### src/rtl/adc_seq_pkg.sv
package adc_seq_pkg;
   localparam int FRAME_BITS = 16;
   localparam int LEAD_BITS  = 4;
   localparam int DATA_W     = 12;

   typedef enum logic [1:0] {
      RES_12  = 2'd0,
      RES_10  = 2'd1,
      RES_8   = 2'd2,
      RES_12B = 2'd3
   } res_e;

   typedef enum logic [1:0] {
      FK_DUMMY = 2'd0,
      FK_VALID = 2'd1,
      FK_SHDN  = 2'd2
   } fkind_e;

   // system cycles per serial clock phase (rounded up, at least one)
   function automatic int calc_half(input int clk_mhz, input int sclk_mhz);
      int h;
      h = (clk_mhz + 2 * sclk_mhz - 1) / (2 * sclk_mhz);
      return (h < 1) ? 1 : h;
   endfunction

   // system cycles covering the quiet time in ns (rounded up, at least one)
   function automatic int calc_quiet(input int clk_mhz, input int quiet_ns);
      int q;
      q = (clk_mhz * quiet_ns + 999) / 1000;
      return (q < 1) ? 1 : q;
   endfunction
endpackage

### src/rtl/adc_frame_engine.sv
module adc_frame_engine
   import adc_seq_pkg::*;
#(
   parameter int HALF     = 3,
   parameter int SD_FALLS = 4
) (
   input  logic                  clk,
   input  logic                  rst_n,
   input  logic                  start,
   input  logic                  short_frame,
   input  logic                  sdata,
   output logic                  cs_n,
   output logic                  sclk,
   output logic                  done,
   output logic [FRAME_BITS-1:0] word
);
   localparam int HW = (HALF > 1) ? $clog2(HALF) : 1;
   localparam int FW = $clog2(FRAME_BITS + 1);

   typedef enum logic [1:0] {FE_IDLE, FE_SETUP, FE_HI, FE_LO} fe_st_e;

   fe_st_e          st;
   logic [HW-1:0]   ph_cnt;
   logic [FW-1:0]   falls;
   logic [FW-1:0]   target;
   logic [FW-1:0]   falls_nx;
   logic            phase_end;

   assign phase_end = (ph_cnt == HW'(HALF - 1));
   assign falls_nx  = falls + FW'(1);

   always_ff @(posedge clk or negedge rst_n) begin
      if (!rst_n) begin
         st     <= FE_IDLE;
         ph_cnt <= '0;
         falls  <= '0;
         target <= '0;
         cs_n   <= 1'b1;
         sclk   <= 1'b0;
         done   <= 1'b0;
         word   <= '0;
      end else begin
         done <= 1'b0;
         unique case (st)
            FE_IDLE: begin
               if (start) begin
                  cs_n   <= 1'b0;
                  st     <= FE_SETUP;
                  ph_cnt <= '0;
                  falls  <= '0;
                  target <= short_frame ? FW'(SD_FALLS) : FW'(FRAME_BITS);
               end
            end
            FE_SETUP, FE_LO: begin
               if (phase_end) begin
                  sclk   <= 1'b1;
                  st     <= FE_HI;
                  ph_cnt <= '0;
               end else begin
                  ph_cnt <= ph_cnt + HW'(1);
               end
            end
            FE_HI: begin
               if (phase_end) begin
                  sclk   <= 1'b0;
                  ph_cnt <= '0;
                  word   <= {word[FRAME_BITS-2:0], sdata};
                  falls  <= falls_nx;
                  if (falls_nx == target) begin
                     cs_n <= 1'b1;
                     done <= 1'b1;
                     st   <= FE_IDLE;
                  end else begin
                     st <= FE_LO;
                  end
               end else begin
                  ph_cnt <= ph_cnt + HW'(1);
               end
            end
            default: st <= FE_IDLE;
         endcase
      end
   end
endmodule

### src/rtl/adc_field_extract.sv
module adc_field_extract
   import adc_seq_pkg::*;
#(
   parameter bit NARROW_EN = 1'b1
) (
   input  logic [FRAME_BITS-1:0] word,
   input  res_e                  res,
   output logic [DATA_W-1:0]     data,
   output logic                  lead_err
);
   localparam int BODY = FRAME_BITS - LEAD_BITS;

   logic [BODY-1:0] body;

   assign body     = word[BODY-1:0];
   assign lead_err = |word[FRAME_BITS-1 -: LEAD_BITS];

   generate
      if (NARROW_EN) begin : g_multi_res
         always_comb begin
            unique case (res)
               RES_10:  data = DATA_W'(body >> 2);
               RES_8:   data = DATA_W'(body >> 4);
               default: data = DATA_W'(body);
            endcase
         end
      end else begin : g_full_only
         assign data = DATA_W'(body);
      end
   endgenerate
endmodule

### src/rtl/adc_seq_ctrl.sv
module adc_seq_ctrl
   import adc_seq_pkg::*;
#(
   parameter int QUIET_CYC = 5,
   parameter int IVL_W     = 16
) (
   input  logic              clk,
   input  logic              rst_n,
   input  logic              req_valid,
   input  logic              req_mode,
   input  logic [1:0]        req_res,
   input  logic [IVL_W-1:0]  req_ivl,
   output logic              req_ready,
   output logic              fe_start,
   output logic              fe_short,
   input  logic              fe_done,
   input  logic [DATA_W-1:0] ext_data,
   input  logic              ext_err,
   output res_e              res_sel,
   output logic              smp_valid,
   output logic [DATA_W-1:0] smp_data,
   output logic              smp_err
);
   localparam int QW = $clog2(QUIET_CYC + 1);
   localparam int GW = ((IVL_W > QW) ? IVL_W : QW) + 1;

   typedef enum logic [1:0] {C_OFF, C_GAP, C_RUN} c_st_e;

   c_st_e            st;
   logic             active;
   logic             cfg_save;
   logic [IVL_W-1:0] cfg_ivl;
   logic             need_dummy;
   logic             did_valid;
   fkind_e           kind;
   fkind_e           kind_nx;
   logic [GW-1:0]    gap_cnt;
   logic             accept;
   logic             issue;

   assign req_ready = (st != C_RUN);
   assign accept    = req_valid && req_ready;

   always_comb begin
      if (need_dummy)                 kind_nx = FK_DUMMY;
      else if (cfg_save && did_valid) kind_nx = FK_SHDN;
      else                            kind_nx = FK_VALID;
   end

   assign issue = ((st == C_OFF) && active) ||
                  ((st == C_GAP) && (gap_cnt <= GW'(1)));

   always_ff @(posedge clk or negedge rst_n) begin
      if (!rst_n) begin
         active   <= 1'b0;
         cfg_save <= 1'b0;
         res_sel  <= RES_12;
         cfg_ivl  <= '0;
      end else if (accept) begin
         active   <= 1'b1;
         cfg_save <= req_mode;
         res_sel  <= res_e'(req_res);
         cfg_ivl  <= req_ivl;
      end
   end

   always_ff @(posedge clk or negedge rst_n) begin
      if (!rst_n) begin
         st         <= C_OFF;
         need_dummy <= 1'b1;
         did_valid  <= 1'b0;
         kind       <= FK_DUMMY;
         gap_cnt    <= '0;
         fe_start   <= 1'b0;
         fe_short   <= 1'b0;
         smp_valid  <= 1'b0;
         smp_data   <= '0;
         smp_err    <= 1'b0;
      end else begin
         fe_start  <= 1'b0;
         smp_valid <= 1'b0;
         if (issue) begin
            fe_start <= 1'b1;
            fe_short <= (kind_nx == FK_SHDN);
            kind     <= kind_nx;
            st       <= C_RUN;
         end else if (st == C_GAP) begin
            gap_cnt <= gap_cnt - GW'(1);
         end else if ((st == C_RUN) && fe_done) begin
            st      <= C_GAP;
            gap_cnt <= GW'(QUIET_CYC) + ((kind == FK_SHDN) ? GW'(cfg_ivl) : GW'(0));
            unique case (kind)
               FK_DUMMY: begin
                  need_dummy <= 1'b0;
                  did_valid  <= 1'b0;
               end
               FK_VALID: begin
                  did_valid <= 1'b1;
                  smp_valid <= 1'b1;
                  smp_data  <= ext_data;
                  smp_err   <= ext_err;
               end
               default: begin
                  need_dummy <= 1'b1;
                  did_valid  <= 1'b0;
               end
            endcase
         end
      end
   end
endmodule

### src/rtl/adc_seq_master.sv
module adc_seq_master
   import adc_seq_pkg::*;
#(
   parameter int CLK_MHZ   = 100,
   parameter int SCLK_MHZ  = 20,
   parameter int QUIET_NS  = 50,
   parameter int SD_FALLS  = 4,
   parameter int IVL_W     = 16,
   parameter bit NARROW_EN = 1'b1
) (
   input  logic              clk,
   input  logic              rst_n,
   input  logic              req_valid,
   output logic              req_ready,
   input  logic              req_mode,
   input  logic [1:0]        req_res,
   input  logic [IVL_W-1:0]  req_ivl,
   output logic              adc_cs_n,
   output logic              adc_sclk,
   input  logic              adc_sdata,
   output logic              smp_valid,
   output logic [DATA_W-1:0] smp_data,
   output logic              smp_err
);
   localparam int HALF      = calc_half(CLK_MHZ, SCLK_MHZ);
   localparam int QUIET_CYC = calc_quiet(CLK_MHZ, QUIET_NS);

   generate
      if (SD_FALLS < 3 || SD_FALLS > 9) begin : g_bad_sd
         $error("SD_FALLS must lie strictly between 2 and 10");
      end
      if (SCLK_MHZ < 1 || SCLK_MHZ > 20) begin : g_bad_sclk
         $error("SCLK_MHZ must be 1..20");
      end
      if (DATA_W != FRAME_BITS - LEAD_BITS) begin : g_bad_width
         $error("data width must match the frame body");
      end
   endgenerate

   logic                  fe_start;
   logic                  fe_short;
   logic                  fe_done;
   logic [FRAME_BITS-1:0] fe_word;
   logic [DATA_W-1:0]     ext_data;
   logic                  ext_err;
   res_e                  res_sel;

   adc_seq_ctrl #(
      .QUIET_CYC (QUIET_CYC),
      .IVL_W     (IVL_W)
   ) ctrl_i (
      .clk       (clk),
      .rst_n     (rst_n),
      .req_valid (req_valid),
      .req_mode  (req_mode),
      .req_res   (req_res),
      .req_ivl   (req_ivl),
      .req_ready (req_ready),
      .fe_start  (fe_start),
      .fe_short  (fe_short),
      .fe_done   (fe_done),
      .ext_data  (ext_data),
      .ext_err   (ext_err),
      .res_sel   (res_sel),
      .smp_valid (smp_valid),
      .smp_data  (smp_data),
      .smp_err   (smp_err)
   );

   adc_frame_engine #(
      .HALF     (HALF),
      .SD_FALLS (SD_FALLS)
   ) frame_i (
      .clk         (clk),
      .rst_n       (rst_n),
      .start       (fe_start),
      .short_frame (fe_short),
      .sdata       (adc_sdata),
      .cs_n        (adc_cs_n),
      .sclk        (adc_sclk),
      .done        (fe_done),
      .word        (fe_word)
   );

   adc_field_extract #(
      .NARROW_EN (NARROW_EN)
   ) field_i (
      .word     (fe_word),
      .res      (res_sel),
      .data     (ext_data),
      .lead_err (ext_err)
   );
endmodule

### config.mk
export PLATFORM = sky130hd
export DESIGN_NAME = adc_seq_master
export DESIGN_NICKNAME = d
export VERILOG_FILES = /design/src/rtl/adc_seq_pkg.sv /design/src/rtl/adc_frame_engine.sv /design/src/rtl/adc_field_extract.sv /design/src/rtl/adc_seq_ctrl.sv /design/src/rtl/adc_seq_master.sv
export SDC_FILE = /design/constraint.sdc
export NUM_CORES = 1
export LEC_CHECK = 0
export BUFFER_PORTS_ARGS = -buffer_cell sky130_fd_sc_hd__buf_4
export CAP_MARGIN = 30
export CORE_MARGIN = 10
export CORE_UTILIZATION = 53
export DETAILED_ROUTE_END_ITERATION = 8
export PLACE_DENSITY = 0.75
export SKIP_LAST_GASP = 1
export SLEW_MARGIN = 20
export SYNTH_ARGS = -nofsm -noshare
export SYNTH_HDL_FRONTEND = slang
export SYNTH_SLANG_ARGS = --single-unit
### constraint.sdc
create_clock -name clk -period 2.1 [get_ports clk]
set_input_delay 0.21 -clock clk [delete_from_list [all_inputs] [get_ports clk]]
set_output_delay 0.21 -clock clk [all_outputs]
set_load 0.05 [all_outputs]
==> metrics.txt, run 1 <==
worst hold-check path type in2reg; layout net count 554; hold path startpoint adc_sdata; top cells by area, synth dfrtp_1, nand2_1, o21ai_0; met2 wire len 4880 µm; Vias/cell around 5.7; RSZ-0062 raised after global routing yes; P&R area growth vs syn 18.9%; top-count cell post-synth nand2_1; Max clock buf depth 2; Post-synth EDFFs 0; worst vdd ir 0.613 mV; WL met1 4630 µm; WL/cell 15.9 µm; Power Density 849 nW/µm²; reg2reg start ctrl_i.gap_cnt[9]; met3 wire length roughly 470 µm; TritonCTS clock tree yes; Routed Antenna Nets 0; Worst-Margin Slew 0.589 ns; iteration-0 DRC count of the detailed router 197; die footprint 12200 µm²; async set-reset flop share out of synthesis 100%; DR top layer met4; slowest stage cell on the critical path or4b_4; initial antenna violation count 0; I/O Buffers 39; reg-to-reg slack, setup -0.03 ns; antenna cells 0; WP data required 2.33 ns; Critical Path Start ctrl_i.gap_cnt[9]; Max Clock Skew 0.0126 ns; via count between 3000 and 4000; Root Buffer clkbuf_8; first-pass GRT wire length 17000 µm; dpl hpwl 7190 µm; Post-synth top cells nand2_1, dfrtp_1, o21ai_0, nor2_1, a21oi_1; pre-CTS setup slack -0.0338 ns; Hold Fails Final Rpt 0; I/O pin count 40; Synth cell types ~50; share of the synthesized area in the top cell type 49.6%; die width around 110 µm; hold slack 0.0391 ns; Final Critical Period roughly 2.1 ns; final period utilization 101%; top_reg_cell synth dfrtp_1; # DRC 0; #FFs+latches synth 88; total clock sinks 88; routability cong. about 0.94; Crit. End Element flip-flop; die height 110 µm; largest net degree at the start of global routing 53; Initial Util 55.3%; Final WS setup -0.0279 ns; kind of critical path reg2reg; hold path depth 3; setup TNS -0.0279 ns; Syn Area/Cell between 9 and 10 µm²; # rows 32; Worst EP arrival 2.36 ns; Leak roughly 2.3 nW; failing checks setup timing; Final setup viols 1; CTS Buf Count 9; Worst path max stage delay slightly above 0.5 ns; CP Cell Sequence or3_4 > or4b_4 > nor2b_4 > mux2i_4 > nor2_4 > mux2_1; # H-tree levels 3; gr usage total 16.1%; Design Power 4.38 mW; layout cells sized above 1 21.9%; drt first pass iters 4; vias in the first global route 3446; CP startpoint kind flip-flop; worst reg2reg endpoint ctrl_i.kind[0]; post-synth top area cell dfrtp_1; clk slew on worst S/H paths ~0.10 ns; Setup crit end ctrl_i.kind[0]; Crit Path Max Fanout 3; register area share after synthesis between 50% and 60%; Pins Over Slew Limit 0; Synthesized Nets 493; Remaining Overflow, GRT 0; Mapped Area 4340 µm²; worst skew pair latency 0.35 ns; Core Box Area 7850 µm²; number of fill cells 664; slew margin rel. about three fifths; worst-case reg-to-reg path depth 6; Ys Warns 0; status finished, violations left; MaxCap Viol Count 0; Post-Route WL 10100 µm; Mapped Cells around 460; FMAX about 470 MHz
layer usage:
layer / vias to the layer above / global-route usage [%]
met5: - / 0
met4: 0 / 4.66
met3: 6 / 2.86
met2: 89 / 25.7
met1: 1747 / 21.6
li1: 1739 / -
sequential cells by signal (all words and copies together) (netlist names), 2 cells and up:
name / flops
ctrl_i.cfg_ivl: 16
ctrl_i.res_sel: 2
ctrl_i.gap_cnt: 17
frame_i.falls: 5
frame_i.ph_cnt: 2
ctrl_i.st: 2
ctrl_i.kind: 2
frame_i.word: 16
frame_i.st: 2
frame_i.target: 2
ctrl_i.smp_data: 12
through the flow:
step	util, %	cell area [µm²]	std cells
2_1_floorplan	-	4340	464
3_3_place_gp	62.4	4890	611
3_5_place_dp	62.4	4890	611
4_1_cts	65.4	5140	630
5_1_grt	65.7	5160	632
6_report	65.7	5160	632
logic make-up after synthesis:
kind of cell	Yosys count	synth area share (%)
AO/OA/AOI/OAI	112	15.4
multiplexers	23	5.97
AND/OR/NAND/NOR	192	20.3
XOR/XNOR	16	3.23
flip-flops	88	50.8
buffers and inverters	27	2.54
adder cells (fa/ha/maj)	6	1.73
where the power goes:
| part | internal (mW) | switching, mW |
|---|---|---|
| registers | 1.96 | 0.292 |
| logic | 0.407 | 0.519 |
| clock network | 0.587 | 0.614 |
| total | 2.95 | 1.43 |
repair_timing:
item / in CTS / in global routing
buffers inserted: 2 / 2
hold endpoints to repair: 34 / 0
endpoints found under the setup margin: 1 / 14
pin swaps: 0 / 1
hold buffers: 1 / 0
resized for setup: 2 / 2
area by class of cell:
type / instances / area [µm²] / share of cell area [%]
clock buffers: 10 / 138 / 2.67
clock inverters: 6 / 66.3 / 1.29
inverters: 7 / 26.3 / 0.509
multi-input cells: 349 / 2040 / 39.6
flip-flops and latches: 88 / 2200 / 42.7
well taps: 102 / 128 / 2.47
repair buffers: 70 / 553 / 10.7
critical path, delay by kind of cell, from the launching register on:
kind	cells	cell delay, ns
DFF	1	0.39
muxes	2	0.42
and+or+nand+nor	4	1.19
worst min path at each step:
stage | end | slack [ns]
after global routing | frame_i.word[0] | 0.06
after global placement | frame_i.sclk | 0.20
final | frame_i.word[0] | 0.04
after floorplan | ctrl_i.active | -0.09
after detailed placement | frame_i.sclk | 0.21
after CTS | frame_i.word[0] | 0.03
cell usage in the layout (no fill, tap or decap), types with 3 or more instances in the layout:
cell	Yosys	layout
xor2_1	8	8
nand3b_1	5	5
a31oi_1	5	5
nor2_1	41	41
a22oi_1	10	10
nand2b_1	6	6
nor4_1	4	4
and2_1	4	4
nor2b_1	4	3
a21oi_1	32	31
mux2_2	19	19
and4_1	3	3
ha_1	6	6
o22ai_1	4	4
dfrtp_1	86	86
buf_4	2	67
o21ai_0	43	43
xnor2_1	8	8
clkbuf_8	0	10
nor3_1	8	8
nand2_1	96	96
nand3_1	8	8
inv_1	7	7
(Power assumes the default switching activity.)
==> run 2: changes to the inputs <==
--- a/config.mk
+++ b/config.mk
@@ -11,6 +11,7 @@
 export CORE_UTILIZATION = 53
 export DETAILED_ROUTE_END_ITERATION = 8
 export PLACE_DENSITY = 0.75
+export RECOVER_POWER = 100
 export SKIP_LAST_GASP = 1
 export SLEW_MARGIN = 20
 export SYNTH_ARGS = -nofsm -noshare
==> run 2 against run 1 <==
  * The flow still finishes with violations (setup timing)
  * Clock power hardly changed
  * Via count hardly changed
  * Sequential power hardly changed
  * Routed wire length is 0.22% lower
  * Final cell count stayed put
  * Core utilization is 1.2 points lower
  * Worst setup slack better by 0.0046 ns
  * Flip-flop and latch count stayed put
  * Critical path depth stayed put
  * Die area stayed put
  * Critical endpoint unchanged
==> metrics.txt, run 2 (same netlist as run 1, synthesis figures left out) <==
slew margin rel. 38.7%; status finished, violations left; worst skew pair latency around 0.35 ns; top cell family by delay on the critical path simple AND/OR/NAND/NOR gates; hold path startpoint adc_sdata; layout cells sized above 1 18.5%; CP Cell Sequence or3_4 > or4b_4 > nor2b_4 > mux2i_4 > nor2_4 > mux2_1; slowest stage cell on the critical path or4b_4; gr usage total roughly 16%; vias in the first global route 3446; Leak 2.26 nW; Vias/cell 5.67; reg-to-reg slack, setup -0.02 ns; CTS Buf Count 9; Critical Path Start ctrl_i.gap_cnt[9]; Routed Antenna Nets 0; Worst path max stage delay 0.51 ns; Gate power share 20.7%; Internal Power 2.93 mW; # DRC 0; Remaining Overflow, GRT 0; Worst EP arrival 2.35 ns; Crit Path Max Fanout 3; dpl hpwl 7190 µm; Final Critical Period 2.12 ns; layout net count 554; clk slew on worst S/H paths around 0.1 ns; worst reg2reg endpoint ctrl_i.kind[0]; RSZ-0062 raised after global routing yes; biggest regs ctrl_i.gap_cnt: 17 flops, ctrl_i.cfg_ivl: 16 flops, frame_i.word: 16 flops; commonest cells after routing, fill and taps aside nand2_1, dfrtp_1, buf_4; worst vdd ir 0.611 mV; most common cell after layout, fill and taps aside nand2_1; largest net degree at the start of global routing 53; Largest Register ctrl_i.gap_cnt; Worst-Margin Slew 0.920 ns; total clock sinks 88; Crit. End Element flip-flop; switching pwr 1.43 mW; Hold Fails Final Rpt 0; drt first pass iters 5; Root Buffer clkbuf_8; Power Density 861 nW/µm²; WL/cell 15.9 µm; Post-Route WL 10000 µm; die height ~110 µm; die footprint 12200 µm²; Clock power frac 27.7%; failing checks setup timing; worst path bufs/invs 0; FMAX around 470 MHz; Net Sw Frac 32.8%; kind of critical path reg2reg; first-pass GRT wire length 17000 µm; hold path depth 3; Initial Util 55.3%; Max clock buf depth 2; Pins Over Slew Limit 0; Largest register FFs 17; Final WS setup -0.0233 ns; sequential power share 51.5%; worst-case reg-to-reg path depth 6; worst hold endpoint frame_i.word[0]; pre-CTS setup slack -0.0338 ns; WP data required 2.33 ns; P&R area growth vs syn 16.8%; # H-tree levels 3; initial antenna violation count 0; Final Core Density 64.5%; Max Clock Skew 0.0126 ns; die width 110 µm; final period utilization 101%; antenna cells 0; via count 3584; MaxCap Viol Count 0; reg2reg start ctrl_i.gap_cnt[9]; TritonCTS clock tree yes; iteration-0 DRC count of the detailed router roughly 180; routability cong. 0.941; worst hold-check path type in2reg; Final setup viols 1; I/O Buffers 39; I/O pin count 40; Core Box Area slightly below 8000 µm²; # rows 32; CP startpoint kind flip-flop
## run 2: changes by cell type in the layout (fill, tap and decap cells not counted)
cell	change
buf_12	-1
clkbuf_2	+5
and2_1	-1
and2_0	+1
clkbuf_1	+17
a21oi_2	-1
buf_4	-22
a21oi_1	+1
clkbuf_4	+1
## run 2: repair_timing
action / 4_1_cts / 5_1_grt
setup buffers: 2 / 2
hold buffers: 1 / 0
cloned: 0 / 0
resized for setup: 2 / 2
pin swaps: 0 / 1
endpoints found under the setup margin: 1 / 14
endpoints found under the hold margin: 34 / 0
## run 2: worst max path at each step
stage	endpoint	depth (start not counted)	slack, ns
after floorplan	ctrl_i.kind[0]	7	-0.11
after global placement	ctrl_i.kind[0]	6	0.01
after detailed placement	ctrl_i.kind[0]	6	-0.03
after CTS	ctrl_i.kind[0]	6	-0.03
after global routing	ctrl_i.kind[0]	6	-0.1
final	ctrl_i.kind[0]	6	-0.02
## run 2: metal layers
metal | share of wire [%] | vias to the layer above | track usage (%)
li1 | - | 1738 | -
met1 | 45 | 1743 | 21.6
met2 | 48 | 97 | 25.7
met3 | 5.6 | 6 | 2.86
met4 | 0.65 | 0 | 4.66
met5 | 0 | - | 0
## run 2: cell type report
type	instances	area (µm²)
Clock buffer	10	138
Tap cell	102	128
Sequential cell	88	2200
Multi-Input combinational cell	349	2040
Clock inverter	6	66.3
Inverter	7	26.3
Timing Repair Buffer	70	464
Fill cell	682	2780
## run 2: tightest hold or removal path, stage by stage
cell and delay (ns):
buf_4 0.08, nand2_1 0.04, nand2_1 0.04
## run 2: per-stage QoR
step                      hold WS [ns]  cell area [µm²]  total power, mW  cells  setup TNS, ns
after CTS                       0.0264             5140             4.40    630        -0.0329
after global routing            0.0632             5060             4.59    632          -2.43
after detailed placement         0.206             4890             3.20    611        -0.0338
after global placement           0.200             4890             3.15    611              0
after floorplan                -0.0856             4340             2.89    464         -0.114
final                           0.0389             5060             4.36    632        -0.0233
## run 2: power groups by stage
stage | sequential (mW) | combinational (mW) | clock, mW
after floorplan | 2.23 | 0.657 | 0
after global placement | 2.26 | 0.896 | 0
after detailed placement | 2.27 | 0.928 | 0
after CTS | 2.24 | 0.935 | 1.22
after global routing | 2.29 | 1.01 | 1.30
final | 2.25 | 0.905 | 1.21
